$ cat src/rtl/nvm_stat_pkg.sv
package nvm_stat_pkg;
  localparam int REG_W    = 8;
  localparam int RES_W    = 2;
  localparam int N_ERR    = 2;
  localparam int POS_CCF  = 7;
  localparam int POS_ACC  = 5;
  localparam int POS_PROT = 4;
  localparam int POS_BUSY = 3;

  // bit position of error flag i (0: access error, 1: protection)
  function automatic int err_pos(input int idx);
    return (idx == 0) ? POS_ACC : POS_PROT;
  endfunction
endpackage

$ cat src/rtl/nvm_sticky_flag.sv
module nvm_sticky_flag (
  input  logic clk,
  input  logic rst_n,
  input  logic set_i,
  input  logic clr_i,
  output logic q_o
);
  // set has priority over a clear in the same cycle
  always_ff @(posedge clk or negedge rst_n) begin
    if (!rst_n)     q_o <= 1'b0;
    else if (set_i) q_o <= 1'b1;
    else if (clr_i) q_o <= 1'b0;
  end
endmodule

$ cat src/rtl/nvm_launch_gate.sv
module nvm_launch_gate (
  input  logic clk,
  input  logic rst_n,
  input  logic wr_en,
  input  logic wr_go,
  input  logic idle,
  input  logic err_any,
  output logic launch,
  output logic start_o
);
  assign launch = wr_en & wr_go & idle & ~err_any;

  always_ff @(posedge clk or negedge rst_n) begin
    if (!rst_n) start_o <= 1'b0;
    else        start_o <= launch;
  end
endmodule

$ cat src/rtl/nvm_cmd_tracker.sv
module nvm_cmd_tracker #(
  parameter int RES_W = 2
) (
  input  logic             clk,
  input  logic             rst_n,
  input  logic             launch,
  input  logic             done_in,
  input  logic [RES_W-1:0] result_in,
  input  logic             violation,
  input  logic             wr_en,
  input  logic [RES_W-1:0] wr_clr,
  output logic             ccf_o,
  output logic [RES_W-1:0] res_o
);
  logic running;
  assign running = ~ccf_o;

  always_ff @(posedge clk or negedge rst_n) begin
    if (!rst_n) begin
      ccf_o <= 1'b1;
      res_o <= '0;
    end else begin
      if (launch)                            ccf_o <= 1'b0;
      else if (running && (done_in || violation)) ccf_o <= 1'b1;

      if (launch)                   res_o <= '0;
      else if (running && done_in)  res_o <= result_in;
      else if (wr_en)               res_o <= res_o & ~wr_clr;
    end
  end
endmodule

$ cat src/rtl/nvm_cmd_stat.sv
module nvm_cmd_stat
  import nvm_stat_pkg::*;
(
  input  logic             clk,
  input  logic             rst_n,
  input  logic             wr_en,
  input  logic [REG_W-1:0] wr_data,
  output logic [REG_W-1:0] rd_data,
  input  logic             irq_en,
  output logic             irq,
  output logic             eng_start,
  input  logic             eng_busy,
  input  logic             eng_done,
  input  logic [RES_W-1:0] eng_result,
  input  logic             eng_prot_err,
  input  logic             eng_acc_err
);
  logic [N_ERR-1:0] err_set;
  logic [N_ERR-1:0] err_q;
  logic             ccf;
  logic [RES_W-1:0] res;
  logic             launch;
  logic             unused_wr_bits;

  assign err_set = {eng_prot_err, eng_acc_err};
  assign unused_wr_bits = ^{wr_data[6], wr_data[POS_BUSY], wr_data[2]};

  for (genvar i = 0; i < N_ERR; i++) begin : g_err
    nvm_sticky_flag u_flag (
      .clk   (clk),
      .rst_n (rst_n),
      .set_i (err_set[i]),
      .clr_i (wr_en & wr_data[err_pos(i)]),
      .q_o   (err_q[i])
    );
  end

  nvm_launch_gate u_gate (
    .clk     (clk),
    .rst_n   (rst_n),
    .wr_en   (wr_en),
    .wr_go   (wr_data[POS_CCF]),
    .idle    (ccf),
    .err_any (|err_q),
    .launch  (launch),
    .start_o (eng_start)
  );

  nvm_cmd_tracker #(.RES_W(RES_W)) u_trk (
    .clk       (clk),
    .rst_n     (rst_n),
    .launch    (launch),
    .done_in   (eng_done),
    .result_in (eng_result),
    .violation (|err_set),
    .wr_en     (wr_en),
    .wr_clr    (wr_data[RES_W-1:0]),
    .ccf_o     (ccf),
    .res_o     (res)
  );

  always_comb begin
    rd_data                = '0;
    rd_data[POS_CCF]       = ccf;
    rd_data[POS_ACC]       = err_q[0];
    rd_data[POS_PROT]      = err_q[1];
    rd_data[POS_BUSY]      = eng_busy;
    rd_data[RES_W-1:0]     = res;
  end

  assign irq = ccf & irq_en;
endmodule

$ cat config.mk
export PLATFORM = sky130hd
export DESIGN_NAME = nvm_cmd_stat
export DESIGN_NICKNAME = d
export VERILOG_FILES = /design/src/rtl/nvm_stat_pkg.sv /design/src/rtl/nvm_sticky_flag.sv /design/src/rtl/nvm_launch_gate.sv /design/src/rtl/nvm_cmd_tracker.sv /design/src/rtl/nvm_cmd_stat.sv
export SDC_FILE = /design/constraint.sdc
export NUM_CORES = 1
export LEC_CHECK = 0
export CORE_AREA = 4 4 41 43
export CTS_CLUSTER_SIZE = 25
export DETAILED_ROUTE_END_ITERATION = 10
export DIE_AREA = 0 0 45 47
export HOLD_SLACK_MARGIN = 0.1
export MAX_ROUTING_LAYER = met4
export SLEW_MARGIN = 20
export SYNTH_ARGS = -nofsm -noshare
export SYNTH_HDL_FRONTEND = slang
export SYNTH_SLANG_ARGS = --single-unit
$ cat constraint.sdc
create_clock -name clk -period 3 [get_ports clk]
set_clock_uncertainty 0.2 [all_clocks]
set_input_delay 0.45 -clock clk [delete_from_list [all_inputs] [get_ports clk]]
set_output_delay 0.45 -clock clk [all_outputs]
set_load 0.01 [all_outputs]
Word-level counts from Yosys, hierarchy flattened
Cells that the tools add are included.
{"block": "word_totals", "in_bits": 18, "out_inout_bits": 10, "regBits": 6, "word_cells": 33}
{"block": "classes", "n_mux": 9, "bitwise_logic": 10, "reduce_logical": 9}
{"op": "$and 1x1->1", "count": 6}
{"op": "$mux 1", "count": 6}
{"op": "$mux 2", "count": 3}
{"op": "$reduce_bool 2->1", "count": 3}
{"op": "$reduce_or 2->1", "count": 2}
{"op": "$reduce_bool 3->1", "count": 1}
{"op": "$and 2x2->2", "count": 1}
{"op": "$logic_and 1x1->1", "count": 2}
{"op": "$not 1->1", "count": 2}
{"op": "$not 2->2", "count": 1}
{"op": "$logic_or 1x1->1", "count": 1}

Depth between registers and ports, before layout
Gate-level depths: netlist of run 1.
{"block": "logic_depth", "ltp_word": 5, "depth_mapped": 3, "ltp_nobuf": 3}

Hierarchy
A second synthesis of run 1 with hierarchy kept.
{"block": "unflattened", "cells_unflattened": 30, "hier_area_um2": 339.1}
{"module": "nvm_cmd_tracker", "cells_per_inst": 12, "area_per_inst_um2": 166.4, "n_inst": 1, "seq_area_each_um2": 76.3}
{"module": "nvm_sticky_flag", "cells_per_inst": 3, "area_per_inst_um2": 36.3, "n_inst": 2, "seq_area_each_um2": 25.0}
{"module": "nvm_cmd_stat", "cells_per_inst": 10, "area_per_inst_um2": 65.1, "n_inst": 1, "seq_area_each_um2": 0.0}
{"module": "nvm_launch_gate", "cells_per_inst": 2, "area_per_inst_um2": 35.0, "n_inst": 1, "seq_area_each_um2": 25.0}

Worst setup path after synthesis of run 1
Ideal clock, no wire load.
{"block": "synth_timing", "path_type": "reg-to-output", "start": "register u_trk.ccf_o", "end": "output irq", "stages_incl_launch_ff": 2, "path_buffers": 0, "required_ns": 2.350, "arrival_ns": 0.684, "path_slack_ns": 1.666, "cell_sequence": "dfstp_2 and2_1"}
{"block": "synth_via", "elab_chain_len": 1}
{"item": "start: declaration", "line": "nvm_cmd_tracker.sv:12", "text": "output logic ccf_o,"}
{"item": "start signal: assignment", "line": "nvm_cmd_tracker.sv:20", "text": "ccf_o <= 1'b1;"}
{"item": "start signal: assignment", "line": "nvm_cmd_tracker.sv:23", "text": "if (launch) ccf_o <= 1'b0;"}
{"item": "start signal: assignment", "line": "nvm_cmd_tracker.sv:24", "text": "else if (running && (done_in || violation)) ccf_o <= 1'b1;"}
{"item": "$and 1x1->1", "line": "nvm_cmd_stat.sv:71", "text": "assign irq = ccf & irq_en;"}
{"item": "end: declaration", "line": "nvm_cmd_stat.sv:10", "text": "output logic irq,"}
Every way passes these cells.

Worst setup path after layout of run 1
{"block": "layout_timing", "start": "input irq_en", "end": "output irq"}
{"block": "layout_via", "elab_chain_len": 1}
{"item": "start: declaration", "line": "nvm_cmd_stat.sv:9", "text": "input logic irq_en,"}
{"item": "$and 1x1->1", "line": "nvm_cmd_stat.sv:71"}
Every way passes these cells.

==> results of run 1 <==
[routing by layer]
layer	global-route usage	up-vias	wire length (um)
met3	0.0307	0	95
met2	0.121	14	348
met4	0.0702	0	0
li1	-	132	-
met5	-	-	0
met1	0.0864	104	268
[layout by cell type, fill, tap and decap left out, types with 2 or more instances in the layout]
| cell | n |
|---|---|
| inv_1 | 2 |
| clkbuf_4 | 3 |
| o21ai_1 | 2 |
| nand2_1 | 2 |
| clkdlybuf4s50_1 | 20 |
| dfrtp_1 | 5 |
| conb_1 | 2 |
| nor2_1 | 2 |
| a31o_1 | 2 |
[area by class of cell]
cell class                 count  area [um2]  area share
timing repair buffer          20         200       0.388
sequential                     6         151       0.294
multi-input combinational     18         111       0.216
clock buffer                   4        26.3      0.0510
tap                           15        18.8      0.0364
inverter                       2        7.51      0.0146
[path summary, 6_finish.rpt]
check,startpoint,to,slack (ns)
min,rst_n,u_trk.res_o[0]$_DFFE_PN0P_,0.23
max in group asynchronous,rst_n,u_trk.ccf_o$_DFFE_PN1P_,2.10
max reg2reg,u_trk.ccf_o$_DFFE_PN1P_,u_trk.res_o[0]$_DFFE_PN0P_,1.60
min in group clk,u_trk.res_o[1]$_DFFE_PN0P_,u_trk.res_o[1]$_DFFE_PN0P_,0.30
min reg2reg,u_trk.res_o[1]$_DFFE_PN0P_,u_trk.res_o[1]$_DFFE_PN0P_,0.30
max,irq_en,irq,0.82
[power by group]
part           leakage, nW  total [mW]  switching [mW]  internal [mW]
Combinational        0.136      0.0343          0.0106         0.0236
Sequential          0.0723      0.0854         0.00160         0.0839
Clock               0.0150      0.0784          0.0281         0.0503
Total                0.223       0.198          0.0404          0.158
[kinds of logic after synthesis]
| family | share of synthesized area |
|---|---|
| flops | 0.486 |
| buf+inv | 0.169 |
| other cells | 0.0120 |
| simple gates | 0.193 |
| compound gates | 0.141 |
[registers in the layout (all words and copies together), names as in the netlist]
register / flops
u_trk.ccf_o: 1
g_err.u_flag.q_o: 2
u_trk.res_o: 2
u_gate.start_o: 1
==> run metrics, run 1 <==
status finished clean; synthesized area 312 um2; CP required 2.35 ns; final hold vios 0; Final WS setup 0.817 ns; CP dominant cell by count clkdlybuf4s50_1; RD Place Congestion 0.638; power per standard cell area 384 nW/um2; startpoint types input port; Die Width 45 um; hold_ws 0.231 ns; top cells by area in the synthesized netlist dfrtp_1, buf_4, dfstp_2; Async SR Flop Fraction 1.00; Die H 47 um; io pins 28; Clock Pin Slew Worst Setup and Hold Paths 0.05 ns; CTS buffer count 3; Clock Latency Late Sink 0.24 ns; largest net degree at the start of global routing 7; WP depth 3; CP max FO 1; Pwr Total 198 uW; Max Slew Vio Count 0; number of global-route vias before repair 266; layout cell share with drive strength beyond 1 0.140; share of the synthesized area in the top cell type 0.402; CTS resizes 0; die area 2120 um2; dpl ws 0.818 ns; post-CTS setup buffers 0; maximum VDD drop 151 uV; crit-path cells clkdlybuf4s50_1 -> and2_1 -> clkdlybuf4s50_1; fin util 0.396; drt wl/cell 11.0 um; Peak Freq 458 MHz; most instantiated library cell after synthesis buf_4; Row Count 13; CTS tree done; kind of critical path input port to output pin; Final Cycle Share 0.728; antenna diode count 0; hold buffer count at cts 0; setup_tns 0 ns; drt total wl 712 um; syn avg cell area 10.0 um2; RSZ-0062 raised after global routing false; htree depth 1; Area Growth Syn to Fin 65.5%; distinct cell type count after synthesis 17; CP endpoint kind output pin; fin cells 65; global-route wire length before repair 1.12 mm; buffers plus inverters on the worst setup path 2; Nets 69; delay-heaviest family, CP buffers and inverters; prevailing post-synth register cell dfrtp_1; Leakage 0.223 nW; routed vias 250; fin area 515 um2; placed cells 61; Gate Count Post-Synth 31; dominant cell type by area after synthesis dfrtp_1; register area share after synthesis 0.486; CTS max path bufs 2; Final setup viols 0; clk root buf clkbuf_4; crit path time final 2.18 ns; initial antenna violation count 0; critical path arrival 1.53 ns; Buffers on Ports 20; Reg2Reg Depth 3; synth warn 0; router iterations before antenna repair 4; Post-DP HPWL 608 um; fill cell count 133; Yosys reg bits 6; gr usage total 0.0824; CP max stage delay 0.52 ns; DR iter-0 viols 3; # DRC 0; CTS Sinks 6; Placed Area 489 um2; max-capacitance violation count 0; initial core utilization 0.239; Critical-path top delay cell clkdlybuf4s50_1; most instantiated cells after synthesis buf_4, dfrtp_1; Hold Crit Class input port to asynchronous set/reset pin; number of vias per cell 3.85; Core ar. 1300 um2; GRT overflow 0; Final ANT Viol Nets 0; Post-synth EDFFs 0
Power figures use the tool's default switching activity.
==> run 2, diff against run 1 <==
- clock period: 3 -> 2.05 ns (I/O delays scaled with it)
==> run metrics, run 2 (synthesis results as in run 1) <==
status finished clean (unchanged); # DRC 0 (unchanged); Die Width 45 um (unchanged); critical path arrival 1.42 ns (was 1.53 ns); CP required 1.54 ns (was 2.35 ns); power per standard cell area 553 nW/um2 (was 384 nW/um2); htree depth 1 (unchanged); maximum VDD drop 215 uV (was 151 uV); kind of critical path flop to output pin (was input port to output pin); Buffers on Ports 20 (unchanged); setup_tns 0 ns (unchanged); CP max FO 5 (was 1); max-capacitance violation count 0 (unchanged); CTS Sinks 6 (unchanged); GRT overflow 0 (unchanged); Reg2Reg Depth 3 (unchanged); Final ANT Viol Nets 0 (unchanged); largest net degree at the start of global routing 7 (unchanged); routed vias 259 (was 250); Peak Freq 519 MHz; Hold Crit Class flop to flop (was input port to asynchronous set/reset pin); fin cells 66 (was 65); Clock Latency Late Sink 0.24 ns (about the same); R2R Path End u_trk.res_o[0]$_DFFE_PN0P_ (unchanged); global-route wire length before repair 1.13 mm (was 1.12 mm); number of vias per cell 3.92 (was 3.85); Setup crit start u_trk.ccf_o$_DFFE_PN1P_ (was irq_en); layout cell share with drive strength beyond 1 0.137 (was 0.140); commonest non-fill, non-tap cell in the layout clkdlybuf4s50_1 (unchanged); antenna diode count 0 (unchanged); drt wl/cell 10.7 um (was 11.0 um); Leakage 0.227 nW (was 0.223 nW); placed cells 61 (unchanged); router iterations before antenna repair 2 (was 4); Final setup viols 0 (unchanged); initial antenna violation count 0 (unchanged); CTS buffer count 3 (unchanged); RSZ-0062 raised after global routing false (unchanged); GR peak layer met2 (unchanged); Nets 70 (was 69); CTS max path bufs 2 (unchanged); Clock Pin Slew Worst Setup and Hold Paths 0.04 ns (was 0.05 ns); critical hold path startpoint u_trk.res_o[1]$_DFFE_PN0P_; DR iter-0 viols 4 (was 3); grt met2 use 0.119 (was 0.121); CTS tree done (unchanged); final hold vios 0 (unchanged); WHS Path Cells 1; Die H 47 um (unchanged); initial core utilization 0.239 (unchanged); largest registers g_err.u_flag.q_o: 2 flops, u_trk.res_o: 2 flops (unchanged); drt total wl 704 um (was 712 um); CTS resizes 0 (unchanged); die area 2120 um2 (unchanged); Hold EP u_trk.res_o[1]$_DFFE_PN0P_; clk root buf clkbuf_4 (unchanged); Post-DP HPWL 600 um (was 608 um); fill cell count 135 (was 133); most frequent cells in the layout clkdlybuf4s50_1, dfrtp_1, clkbuf_4 (unchanged); global routing usage on met1 0.0839 (was 0.0864); GR Layer Usage met3 0.0421 (was 0.0307); RR Startpoint u_trk.ccf_o$_DFFE_PN1P_ (unchanged); fin util 0.404 (was 0.396); Row Count 13 (unchanged); RD Place Congestion 0.638 (about the same); FF-to-FF setup slack 0.65 ns (was 1.60 ns); Final Cycle Share 0.940; gr usage total 0.0831 (was 0.0824); CP endpoint kind output pin (unchanged); Core ar. 1300 um2 (unchanged); startpoint types flop (was input port); crit path time final 1.93 ns; Max Slew Vio Count 0 (unchanged); Area Growth Syn to Fin 68.7% (was 65.5%); number of global-route vias before repair 269 (was 266); io pins 28 (unchanged)
run 2: cell count changes in the layout (fill, tap and decap cells not counted), sizes merged:
cell,change
dlygate4sd3,+1
run 2: critical path, stage by stage, from the launching register on:
cell	delay (ns)
dfstp_2	0.54
and2_1	0.12
clkdlybuf4s50_1	0.52
run 2: what timing repair did:
item	in CTS	in global routing
hold endpoints to repair	3	0
buffers inserted	0	0
hold buffers	1	0
run 2: layout make-up:
cell class                 count  area [um2]  area share
timing repair buffer          21         210       0.400
multi-input combinational     18         111       0.212
clock buffer                   4        26.3      0.0500
sequential                     6         151       0.288
inverter                       2        7.51      0.0143
tap                           15        18.8      0.0357
run 2: power breakdown:
group	internal [mW]	total [mW]	switching (mW)	leakage (nW)
logic	0.0358	0.0517	0.0159	0.140
registers	0.123	0.125	0.00232	0.0723
clock network	0.0736	0.114	0.0404	0.0150
total	0.232	0.291	0.0586	0.227
run 2: how the worst max path moves through the flow:
stage | end | slack, ns
after floorplan | u_trk.res_o[0]$_DFFE_PN0P_ | 0.73
after global placement | irq | 0.15
after detailed placement | irq | 0.16
after CTS | irq | 0.10
after global routing | irq | 0.06
final | irq | 0.12
run 2: metal layers:
layer	vias to the layer above	wire (um)
li1	135	-
met1	108	274
met2	14	331
met3	2	93
met4	0	4
met5	-	0
run 2: metrics by stage:
step	area (um2)	hold slack, ns	worst slack [ns]	total power, mW
global placement	489	0.297	0.154	0.178
global route	526	0.333	0.0601	0.310
floorplan	315	-0.188	0.727	0.147
finish	526	0.300	0.122	0.291
detailed placement	489	0.297	0.156	0.177
CTS	526	0.308	0.105	0.299
==> run 3, diff against run 2 <==
- SLEW_MARGIN: 20 -> 5
==> results of run 3 <==
The final DEF is identical to that of run 2; final timing and power are the same.
